==> src/rtl/slp_pkg.sv <==
package slp_pkg;
  typedef enum logic {ST_NORMAL = 1'b0, ST_SLEEP = 1'b1} slp_state_e;
endpackage

==> src/rtl/slp_timebase.sv <==
module slp_timebase #(
  parameter int CHK_MS = 12,
  parameter int SEC_MS = 1000
) (
  input  logic clk,
  input  logic rst_n,
  input  logic ms_tick,
  output logic chk_stb,
  output logic sec_stb
);
  localparam int CKW = $clog2(CHK_MS);
  localparam int SCW = $clog2(SEC_MS);

  logic [CKW-1:0] chk_cnt;
  logic [SCW-1:0] sec_cnt;

  assign chk_stb = ms_tick && (chk_cnt == CKW'(CHK_MS - 1));
  assign sec_stb = ms_tick && (sec_cnt == SCW'(SEC_MS - 1));

  always_ff @(posedge clk) begin
    if (!rst_n) begin
      chk_cnt <= '0;
      sec_cnt <= '0;
    end else if (ms_tick) begin
      chk_cnt <= chk_stb ? '0 : chk_cnt + 1'b1;
      sec_cnt <= sec_stb ? '0 : sec_cnt + 1'b1;
    end
  end

  // strobes stay apart by at least one cycle
  p_chk_spacing_r4: assert property (@(posedge clk) disable iff (!rst_n)
    chk_stb |=> !chk_stb);
endmodule

==> src/rtl/slp_pin_gauge.sv <==
module slp_pin_gauge #(
  parameter int SEC_MS = 1000
) (
  input  logic clk,
  input  logic rst_n,
  input  logic ms_tick,
  input  logic pin,
  output logic short_release
);
  localparam int GW = $clog2(SEC_MS + 1);

  logic          pin_q;
  logic [GW-1:0] held;

  assign short_release = pin_q && !pin && (held < GW'(SEC_MS));

  always_ff @(posedge clk) begin
    if (!rst_n) begin
      pin_q <= 1'b0;
      held  <= '0;
    end else begin
      pin_q <= pin;
      if (pin && !pin_q)
        held <= GW'(ms_tick);
      else if (pin && ms_tick && held != GW'(SEC_MS))
        held <= held + 1'b1;
    end
  end

  p_release_edge_r9: assert property (@(posedge clk) disable iff (!rst_n)
    short_release |-> ($past(pin) && !pin));
endmodule

==> src/rtl/slp_hold_timer.sv <==
module slp_hold_timer #(
  parameter int HW = 8
) (
  input  logic          clk,
  input  logic          rst_n,
  input  logic          load,
  input  logic [HW-1:0] load_val,
  input  logic          sec_stb,
  output logic [HW-1:0] cnt,
  output logic          zero
);
  assign zero = (cnt == '0);

  always_ff @(posedge clk) begin
    if (!rst_n)
      cnt <= '0;
    else if (load)
      cnt <= load_val;
    else if (sec_stb && !zero)
      cnt <= cnt - 1'b1;
  end

  p_hold_load_r10: assert property (@(posedge clk) disable iff (!rst_n)
    $past(load) |-> cnt == $past(load_val));
endmodule

==> src/rtl/battery_sleep_ctrl.sv <==
module battery_sleep_ctrl #(
  parameter int CW     = 16,
  parameter int VW     = 16,
  parameter int HW     = 8,
  parameter int CHK_MS = 12,
  parameter int SEC_MS = 1000
) (
  input  logic                 clk,
  input  logic                 rst_n,
  input  logic                 cfg_sleep_en,
  input  logic                 cmd_allow,
  input  logic                 cmd_disallow,
  input  logic                 cmd_force_exit,
  input  logic                 ms_tick,
  input  logic signed [CW-1:0] fast_cur,
  input  logic                 intv_cur_vld,
  input  logic signed [CW-1:0] intv_cur,
  input  logic                 volt_vld,
  input  logic [VW-1:0]        pack_mv,
  input  logic [VW-1:0]        stack_mv,
  input  logic                 fault,
  input  logic                 chg_det,
  input  logic                 pin_rst,
  input  logic [CW-1:0]        thr_cur,
  input  logic [VW-1:0]        thr_delta,
  input  logic [VW-1:0]        thr_stack,
  input  logic [HW-1:0]        hyst_sec,
  output logic                 sleep_state,
  output logic                 sleep_allowed,
  output logic                 fet_reenable,
  output logic                 meas_restart
);
  import slp_pkg::*;

  localparam logic [CW-1:0] MAG_MAX = {1'b0, {(CW-1){1'b1}}};
  localparam logic [CW-1:0] NEG_MIN = {1'b1, {(CW-1){1'b0}}};

  // absolute value with saturation of the most negative code
  function automatic logic [CW-1:0] cur_mag(input logic signed [CW-1:0] v);
    if (!v[CW-1]) return v;
    if (v == NEG_MIN) return MAG_MAX;
    return -v;
  endfunction

  // pack above stack by more than delta, one extra bit against overflow
  function automatic logic pack_high(input logic [VW-1:0] p, s, d);
    return {1'b0, p} > ({1'b0, s} + {1'b0, d});
  endfunction

  slp_state_e    state;
  logic          chk_stb, sec_stb, pin_wake;
  logic          hold_zero;
  logic [HW-1:0] hold_cnt;
  logic          restart_pend;

  slp_timebase #(.CHK_MS(CHK_MS), .SEC_MS(SEC_MS)) u_tb (
    .clk(clk), .rst_n(rst_n), .ms_tick(ms_tick),
    .chk_stb(chk_stb), .sec_stb(sec_stb));

  slp_pin_gauge #(.SEC_MS(SEC_MS)) u_pin (
    .clk(clk), .rst_n(rst_n), .ms_tick(ms_tick), .pin(pin_rst),
    .short_release(pin_wake));

  // named events
  logic fast_trip, intv_trip, intv_quiet, chg_trip, cur_wake, other_wake;
  logic exit_now, enter_now;

  assign fast_trip  = chk_stb && (cur_mag(fast_cur) > thr_cur);
  assign intv_trip  = intv_cur_vld && (cur_mag(intv_cur) > thr_cur);
  assign intv_quiet = intv_cur_vld && (cur_mag(intv_cur) < thr_cur);
  assign chg_trip   = volt_vld && pack_high(pack_mv, stack_mv, thr_delta)
                      && (stack_mv < thr_stack);
  assign cur_wake   = fast_trip || intv_trip;
  assign other_wake = fault || chg_det || cmd_force_exit || cmd_disallow
                      || chg_trip || pin_wake;
  assign exit_now   = (state == ST_SLEEP) && (cur_wake || other_wake);
  assign enter_now  = (state == ST_NORMAL) && sleep_allowed && !cmd_disallow
                      && hold_zero && intv_quiet && !fault && !chg_det;

  slp_hold_timer #(.HW(HW)) u_hold (
    .clk(clk), .rst_n(rst_n), .load(exit_now), .load_val(hyst_sec),
    .sec_stb(sec_stb), .cnt(hold_cnt), .zero(hold_zero));

  always_ff @(posedge clk) begin
    if (!rst_n) begin
      state         <= ST_NORMAL;
      sleep_allowed <= cfg_sleep_en;
      fet_reenable  <= 1'b0;
      meas_restart  <= 1'b0;
      restart_pend  <= 1'b0;
    end else begin
      if (cmd_disallow)   sleep_allowed <= 1'b0;
      else if (cmd_allow) sleep_allowed <= 1'b1;

      if (exit_now)       state <= ST_NORMAL;
      else if (enter_now) state <= ST_SLEEP;

      fet_reenable <= exit_now && cur_wake;
      meas_restart <= restart_pend && sec_stb;

      if (exit_now)     restart_pend <= 1'b1;
      else if (sec_stb) restart_pend <= 1'b0;
    end
  end

  assign sleep_state = (state == ST_SLEEP);

  p_fet_with_exit_r11: assert property (@(posedge clk) disable iff (!rst_n)
    fet_reenable |-> (!sleep_state && $past(sleep_state)));
  p_restart_on_boundary_r12: assert property (@(posedge clk) disable iff (!rst_n)
    meas_restart |-> $past(sec_stb));
  p_entry_gated_r3: assert property (@(posedge clk) disable iff (!rst_n)
    $rose(sleep_state) |-> $past(hold_zero && sleep_allowed));
  p_fault_wakes_r8: assert property (@(posedge clk) disable iff (!rst_n)
    (sleep_state && fault) |=> !sleep_state);
  p_disallow_clears_r2: assert property (@(posedge clk) disable iff (!rst_n)
    cmd_disallow |=> !sleep_allowed);
endmodule

==> config.mk <==
export PLATFORM = sky130hd
export DESIGN_NAME = battery_sleep_ctrl
export DESIGN_NICKNAME = d
export VERILOG_FILES = /design/src/rtl/slp_pkg.sv /design/src/rtl/slp_timebase.sv /design/src/rtl/slp_pin_gauge.sv /design/src/rtl/slp_hold_timer.sv /design/src/rtl/battery_sleep_ctrl.sv
export SDC_FILE = /design/constraint.sdc
export NUM_CORES = 1
export LEC_CHECK = 0
export BUFFER_PORTS_ARGS = -buffer_cell sky130_fd_sc_hd__buf_4
export CAP_MARGIN = 0
export CORE_MARGIN = 5
export CORE_UTILIZATION = 45
export DETAILED_ROUTE_END_ITERATION = 8
export HOLD_SLACK_MARGIN = 0.1
export PLACE_DENSITY = 0.71
export SLEW_MARGIN = 5
export SYNTH_ARGS = -nofsm -noshare
export SYNTH_HDL_FRONTEND = slang
export SYNTH_SLANG_ARGS = --single-unit
==> constraint.sdc <==
create_clock -name clk -period 4.4 [get_ports clk]
set_input_delay 0.44 -clock clk [delete_from_list [all_inputs] [get_ports clk]]
set_output_delay 0.44 -clock clk [all_outputs]
set_load 0.05 [all_outputs]
### Word level (Yosys, flattened, before mapping)

Index checks and enable logic that the tools add are counted.

| word-level totals | value |
|---|---|
| input bits | 132 |
| bits in registers | 38 |
| word-level logic and storage cells | 96 |
| output and inout bits | 4 |

| cells by class | value |
|---|---|
| eq/ne operators | 6 |
| order comparisons | 6 |
| mux-type cells | 23 |
| bitwise gates (word level) | 2 |
| reductions and logical operators | 41 |
| add/sub/neg operators | 7 |

Operators by type and width:

| cell | number |
|---|---|
| 16-bit two-way mux | 8 |
| 16-bit equality test, second input constant | 2 |
| 16-bit greater-than comparator | 2 |
| 16-bit less-than comparator | 2 |
| 16-bit negator | 2 |
| 1-bit logical AND | 22 |
| 10-bit by 1-bit adder with 10-bit output, second input constant | 2 |
| 16-bit by 16-bit adder with 17-bit output | 1 |
| 16-bit by 17-bit greater-than comparator with 1-bit output | 1 |
| 8-bit two-way mux | 2 |
| 1-bit two-way mux | 11 |
| 10-bit equality test, second input constant | 1 |
| 10-bit less-than comparator, second input constant | 1 |
| 10-bit two-way mux | 1 |
| 10-bit inequality test, second input constant | 1 |
| 8-bit zero test | 1 |
| 8-bit by 1-bit subtractor with 8-bit output, second input constant | 1 |
| 1-bit logical OR | 7 |
| 1-bit zero test | 6 |
| 2-bit nonzero test | 3 |
| 4-bit by 1-bit adder with 4-bit output, second input constant | 1 |
| 4-bit equality test, second input constant | 1 |
| 4-bit two-way mux | 1 |
| 2-bit OR reduction | 2 |
| 2 further kinds | 3 |

### Longest topological paths before layout

| depth | value |
|---|---|
| depth in word-level cells | 11 |
| depth in mapped cells | 19 |
| gate-level depth less buffers | 18 |

### Cells and area by module

Synthesis repeated with hierarchy kept, for this count alone.

| second synthesis, totals | value |
|---|---|
| cells, all modules | 632 |
| area, all modules | 4976.0 sq um |

By module, submodules not included:

| module | area an instance (sq um) | cells each | sequential area each (sq um) | instances |
|---|---|---|---|---|
| battery_sleep_ctrl | 3195.6 | 435 | 110.1 | 1 |
| slp_timebase | 674.4 | 73 | 280.3 | 1 |
| slp_pin_gauge | 598.1 | 66 | 220.2 | 1 |
| slp_hold_timer | 508.0 | 58 | 160.2 | 1 |

### Worst setup path after synthesis

OpenSTA, ideal clock, no wires.

| timing | value |
|---|---|
| path kind | input to register |
| start | in stack_mv[0] |
| end | reg restart_pend |
| stages | 18 |
| library setup time | 0.115 ns |
| slack | 0.535 ns |
| arrival time | 3.751 ns |
| data required time | 4.285 ns |
| buffers on the path | 1 |
| cell sequence | ha_1 -> fa_1 -> a21oi_1 -> nor2_1 -> nor4_1 -> o311ai_1 -> a21oi_1 -> o21bai_1 -> a21oi_1 -> xor2_1 -> ha_1 -> a2111oi_0 -> o21ai_0 -> nor3_1 -> nor4_1 -> a32o_1 -> buf_4 -> o21a_1 |

| between the ends | value |
|---|---|
| longest elaborated chain between the ends | 9 |
| elaborated cells between the ends (all ways) | 11 |
| those cells by class | 1 x add/sub; 2 x order compare; 1 x mux; 7 x reduce/logical |

RTL lines:

| item | line | source |
|---|---|---|
| start: declaration | battery_sleep_ctrl.sv:20 | `input logic [VW-1:0] stack_mv,` |
| 16-bit by 16-bit adder with 17-bit output | battery_sleep_ctrl.sv:47 | `return {1'b0, p} > ({1'b0, s} + {1'b0, d});` |
| 16-bit by 17-bit greater-than comparator with 1-bit output | battery_sleep_ctrl.sv:47 |  |
| 1-bit logical AND | battery_sleep_ctrl.sv:71 | `assign chg_trip = volt_vld && pack_high(pack_mv, stack_mv, thr_delta)` |
| 1-bit logical AND (*) | battery_sleep_ctrl.sv:72 | `&& (stack_mv < thr_stack);` |
| 1-bit logical OR (*) (2 in a row) | battery_sleep_ctrl.sv:75 | `\|\| chg_trip \|\| pin_wake;` |
| 1-bit logical OR (*) | battery_sleep_ctrl.sv:76 | `assign exit_now = (state == ST_SLEEP) && (cur_wake \|\| other_wake);` |
| 1-bit logical AND (*) | battery_sleep_ctrl.sv:76 |  |
| 1-bit two-way mux or 2-bit nonzero test (tied branches) | -- |  |
| end signal: assignment | battery_sleep_ctrl.sv:90 | `restart_pend <= 1'b0;` |
| end signal: assignment | battery_sleep_ctrl.sv:101 | `if (exit_now) restart_pend <= 1'b1;` |
| end signal: assignment | battery_sleep_ctrl.sv:102 | `else if (sec_stb) restart_pend <= 1'b0;` |
| end: declaration | battery_sleep_ctrl.sv:54 | `logic restart_pend;` |

Mark *: on every way between the ends. The rest lies on a longest branch, timed or not.
A chain may end at the register's enable or synchronous reset.

### Worst setup path in the final report

| timing | value |
|---|---|
| start | in stack_mv[0] |
| end | reg u_hold.cnt[4] |

| between the ends | value |
|---|---|
| longest elaborated chain between the ends | 9 |
| elaborated cells between the ends (all ways) | 11 |
| those cells by class | 1 x add/sub; 2 x order compare; 1 x mux; 7 x reduce/logical |

RTL lines:

| item | line | source |
|---|---|---|
| 16-bit by 16-bit adder with 17-bit output | battery_sleep_ctrl.sv:47 |  |
| 16-bit by 17-bit greater-than comparator with 1-bit output | battery_sleep_ctrl.sv:47 |  |
| 1-bit logical AND | battery_sleep_ctrl.sv:71 |  |
| 1-bit logical AND (*) | battery_sleep_ctrl.sv:72 |  |
| 1-bit logical OR (*) (2 in a row) | battery_sleep_ctrl.sv:75 |  |
| 1-bit logical OR (*) | battery_sleep_ctrl.sv:76 |  |
| 1-bit logical AND (*) | battery_sleep_ctrl.sv:76 |  |
| 8-bit two-way mux or 2-bit nonzero test (tied branches) | -- |  |
| end signal: assignment | slp_hold_timer.sv:18 | `cnt <= load_val;` |
| end signal: assignment | slp_hold_timer.sv:20 | `cnt <= cnt - 1'b1;` |
| end: declaration | slp_hold_timer.sv:9 | `output logic [HW-1:0] cnt,` |

Marks and branches as above.

==> qor.csv <==
stage,metric,value,unit
final_layout,fin cells,900,
worst_setup_path,flop-to-flop setup slack,2.14,ns
grt,GRT Residual Overflow,0,
final_layout,Final Net Count,983,
routing,routed length on met3,674,um
worst_setup_path,Worst Path Buf+Inv,2,
placed_design,Placer Congestion,0.882,
clock_tree,setup bufs post-CTS,0,
routing,First-pass DRT Iterations,6,
power_and_ir_drop,PD cells,196,mW/mm2
timing,RSZ-0062 raised after global routing,false,
final_layout,layout filler cell count,974,
clock_tree,clock-pin slew on the worst setup and hold paths,0.08,ns
synth,unique cell type count in the Yosys netlist,59,
synth,register area share after synthesis,16.0,%
timing,min cycle time layout,3.92,ns
routing,length of routed met2 wiring,5800,um
timing,worst rel slew slack,67.4,%
routing,DRT Wirelength,12300,um
floorplanning,num rows,37,
clock_tree,Clock Path Buffers,2,
clock_tree,clock insertion delay at the later pin of the skew report,0.29,ns
synth,largest cells by area after synthesis,"ha_1 (23%), dfxtp_1 (15%), nand2_1 (6.3%), xor2_1 (6.0%), xnor2_1 (4.2%)",
clock_tree,CTS Buf Count,5,
worst_setup_path,Worst Path Arrival,4.15,ns
grt,gr usage total,18.7,%
synth,"area leader, netlist",ha_1,
synth,Mapped Cells,632,
routing,wire length on met1,5750,um
floorplanning,width of the die,113,um
run,Max-Cap Viols,0,
timing,fmax,0.255,GHz
worst_setup_path,Worst R2R Start,sleep_state,
hold_path,hold_sp,pin_rst,
grt,largest net degree at the start of global routing,34,
worst_setup_path,CP Class,in -> reg,
worst_setup_path,"Slowest-stage cell, CP",a32o_2,
routing,Vias/cell,5.26,
worst_setup_path,Critical Path End Type,flip-flop,
worst_setup_path,crit path cell chain,"buf_4, ha_1, fa_1, a21oi_1, nor2_1, nor4_1, buf_4, o311ai_1, a21oi_1, o21bai_1, a21oi_1, xor2_1, ha_1, o21a_1, o21ai_1, a21oi_1, o21ai_1, nor4_1, a32o_2, mux2i_1",
placed_design,Post-DP HPWL,10700,um
hold_path,Worst Hold End,u_pin.pin_q,
placed_design,"worst slack, placed",-0.0364,ns
grt,vias in the first global route,4706,
routing,drt initial violations,194,
routing,routed vias,4736,
floorplanning,Die H,113,um
clock_tree,Root Driver,clkbuf_8,
power_and_ir_drop,leakage power,2.90,nW
timing,endpoints failing hold,0,
hold_path,hold path depth,2,
clock_tree,H-tree levels,2,
floorplanning,core footprint,0.0104,mm2
placed_design,placed instance count,892,
timing,fin. max-slew vios,0,
clock_tree,CTS tree,built,
floorplanning,IO Pins,136,
hold_path,HP Class,in -> reg,
power_and_ir_drop,VDD IR-drop max,0.190,mV
placed_design,placed cell area,0.00594,mm2
synth,Yosys Warn Count,0,
timing,"Worst Setup Slack, final",0.476,ns
floorplanning,initial core utilization,46.3,%
synth,"Top FF cell, synth",dfxtp_1,
power_and_ir_drop,Tot Pwr,0.00119,W
worst_setup_path,crit start category,primary input,
placed_design,count of input and output buffers,135,
worst_setup_path,most frequent CP cell,a21oi_1,
synth,async set or reset register ratio after synthesis,0,%
final_layout,area grow syn2layout,26.5,%
run_status,outcome,completed,
floorplanning,die area,0.0128,mm2
worst_setup_path,Worst Path Required,4.62,ns
timing,Final Setup Violations,0,
worst_setup_path,worst r2r path cells,8,
synth,Syn Std Cell Area,0.00480,mm2
routing,drt wl/cell,13.7,um
routing,top sig layer,met4,
synth,synthesized net count,852,
grt,first-pass GRT wire length,20600,um
final_layout,layout cells sized above 1,20.4,%
routing,# DRC,0,
worst_setup_path,"Largest stage delay, worst path",0.42,ns
final_layout,Inserted Diodes,0,
final_layout,final instance area,0.00608,mm2
timing,Tcrit/Tclk final,89.2,%
synth,top-area cell type share of the netlist area,22.7,%
routing,antenna-violating nets left,0,
clock_tree,# clock sinks,38,
timing,Worst Max-Slew Pin Slew,0.477,ns
grt,initial antenna violation count,0,
synth,Post-synth EDFFs,1,
synth,Avg Inst Size Synth,7.60,um2
worst_setup_path,CP Max Fanout,10,
worst_setup_path,family with the most delay on the worst path,compound AO/OA/AOI/OAI gates,
timing,final hold slack,0.372,ns
synth,Synth Register Bits,38,
timing,Setup Skew,0.00328,ns
worst_setup_path,reg2reg end,u_hold.cnt[4],
[cells by family after synthesis]
group / share of synthesized area (%)
mux: 2.08
buf+inv: 4.77
compound gates: 16.5
xor+xnor: 10.2
flops: 16.0
simple gates: 27.3
fa+ha+maj: 23.1
[state kept, by name, summed over array words and instances, names as in the netlist]
name           flops
u_pin.held        10
u_tb.sec_cnt      10
u_hold.cnt         8
u_tb.chk_cnt       4
fet_reenable       1
meas_restart       1
restart_pend       1
sleep_allowed      1
sleep_state        1
u_pin.pin_q        1
[worst max path at each step]
| stage | from | end | slack (ns) | depth (start not counted) |
|---|---|---|---|---|
| CTS | stack_mv[0] | u_hold.cnt[4] | 0.29 | 20 |
| global route | stack_mv[0] | restart_pend | 0.11 | 19 |
| detailed placement | stack_mv[0] | u_hold.cnt[0] | -0.04 | 20 |
| finish | stack_mv[0] | u_hold.cnt[4] | 0.48 | 20 |
| floorplan | stack_mv[0] | restart_pend | 0.53 | 18 |
| global placement | stack_mv[0] | u_hold.cnt[3] | 0.09 | 20 |
[cell usage in the layout, fill, tap and decap left out, drive strengths merged, types with 6 or more instances in the layout]
cell | synthesis | final
a21o | 13 | 13
a21oi | 34 | 34
and2 | 6 | 6
buf | 2 | 136
clkbuf | 10 | 6
dfxtp | 37 | 37
ha | 87 | 87
inv | 47 | 47
mux2i | 10 | 10
nand2 | 83 | 83
nand2b | 15 | 15
nand3 | 22 | 22
nand4 | 14 | 14
nor2 | 45 | 45
nor2b | 18 | 18
nor3 | 14 | 14
nor4 | 8 | 8
o21a | 8 | 8
o21ai | 26 | 26
o31ai | 8 | 8
or2 | 6 | 6
or3 | 8 | 8
xnor2 | 23 | 23
xor2 | 33 | 33
[per-layer routing]
metal / track usage, % / vias up
met4: 2.64 / 0
met3: 3.42 / 9
met2: 32.2 / 105
met1: 25.0 / 2126
li1: - / 2496
met5: 0 / -
[what timing repair did]
action,in CTS,in global routing
setup endpoints to repair,0,10
gates resized for setup,0,1
hold buffers,0,0
[per-stage QoR]
stage | utilization [%] | TNS (ns)
after floorplan | - | 0
after global placement | 57.3 | 0
after detailed placement | 57.3 | -0.181
after CTS | 58.6 | 0
after global routing | 58.6 | 0
final | 58.6 | 0
[power breakdown]
part	internal [W]	switching (W)
sequential	0.000352	0.00000718
clock	0.000204	0.000130
combinational	0.000250	0.000247
total	0.000806	0.000383
[layout make-up]
type / instances / area (um2) / area share, %
clock buffer: 6 / 93.8 / 1.54
clock inverter: 2 / 38.8 / 0.638
inverter: 47 / 176 / 2.90
multi-input combinational: 535 / 3810 / 62.6
sequential: 38 / 771 / 12.7
tap: 136 / 170 / 2.80
timing repair buffer: 136 / 1020 / 16.8
[cell usage after synthesis (4+ instances only)]
library cell  count
nor2_1           44
nand4_1          13
xor2_1           33
o21ai_1           4
dfxtp_1          37
nor2b_1          18
clkbuf_1         10
nand3_1          22
a211oi_1          5
nor4_1            8
o21ai_0          22
nand2b_1         15
and3_1            4
a21oi_1          34
nor3_1           14
and2_1            6
o21a_1            8
nand3b_1          4
or3_1             8
xnor2_1          23
ha_1             87
a21o_1           13
a31oi_1           5
a21boi_0          4
inv_1            47
mux2i_1          10
o31ai_1           8
nand2_1          81
Power figures use the tool's default switching activity.
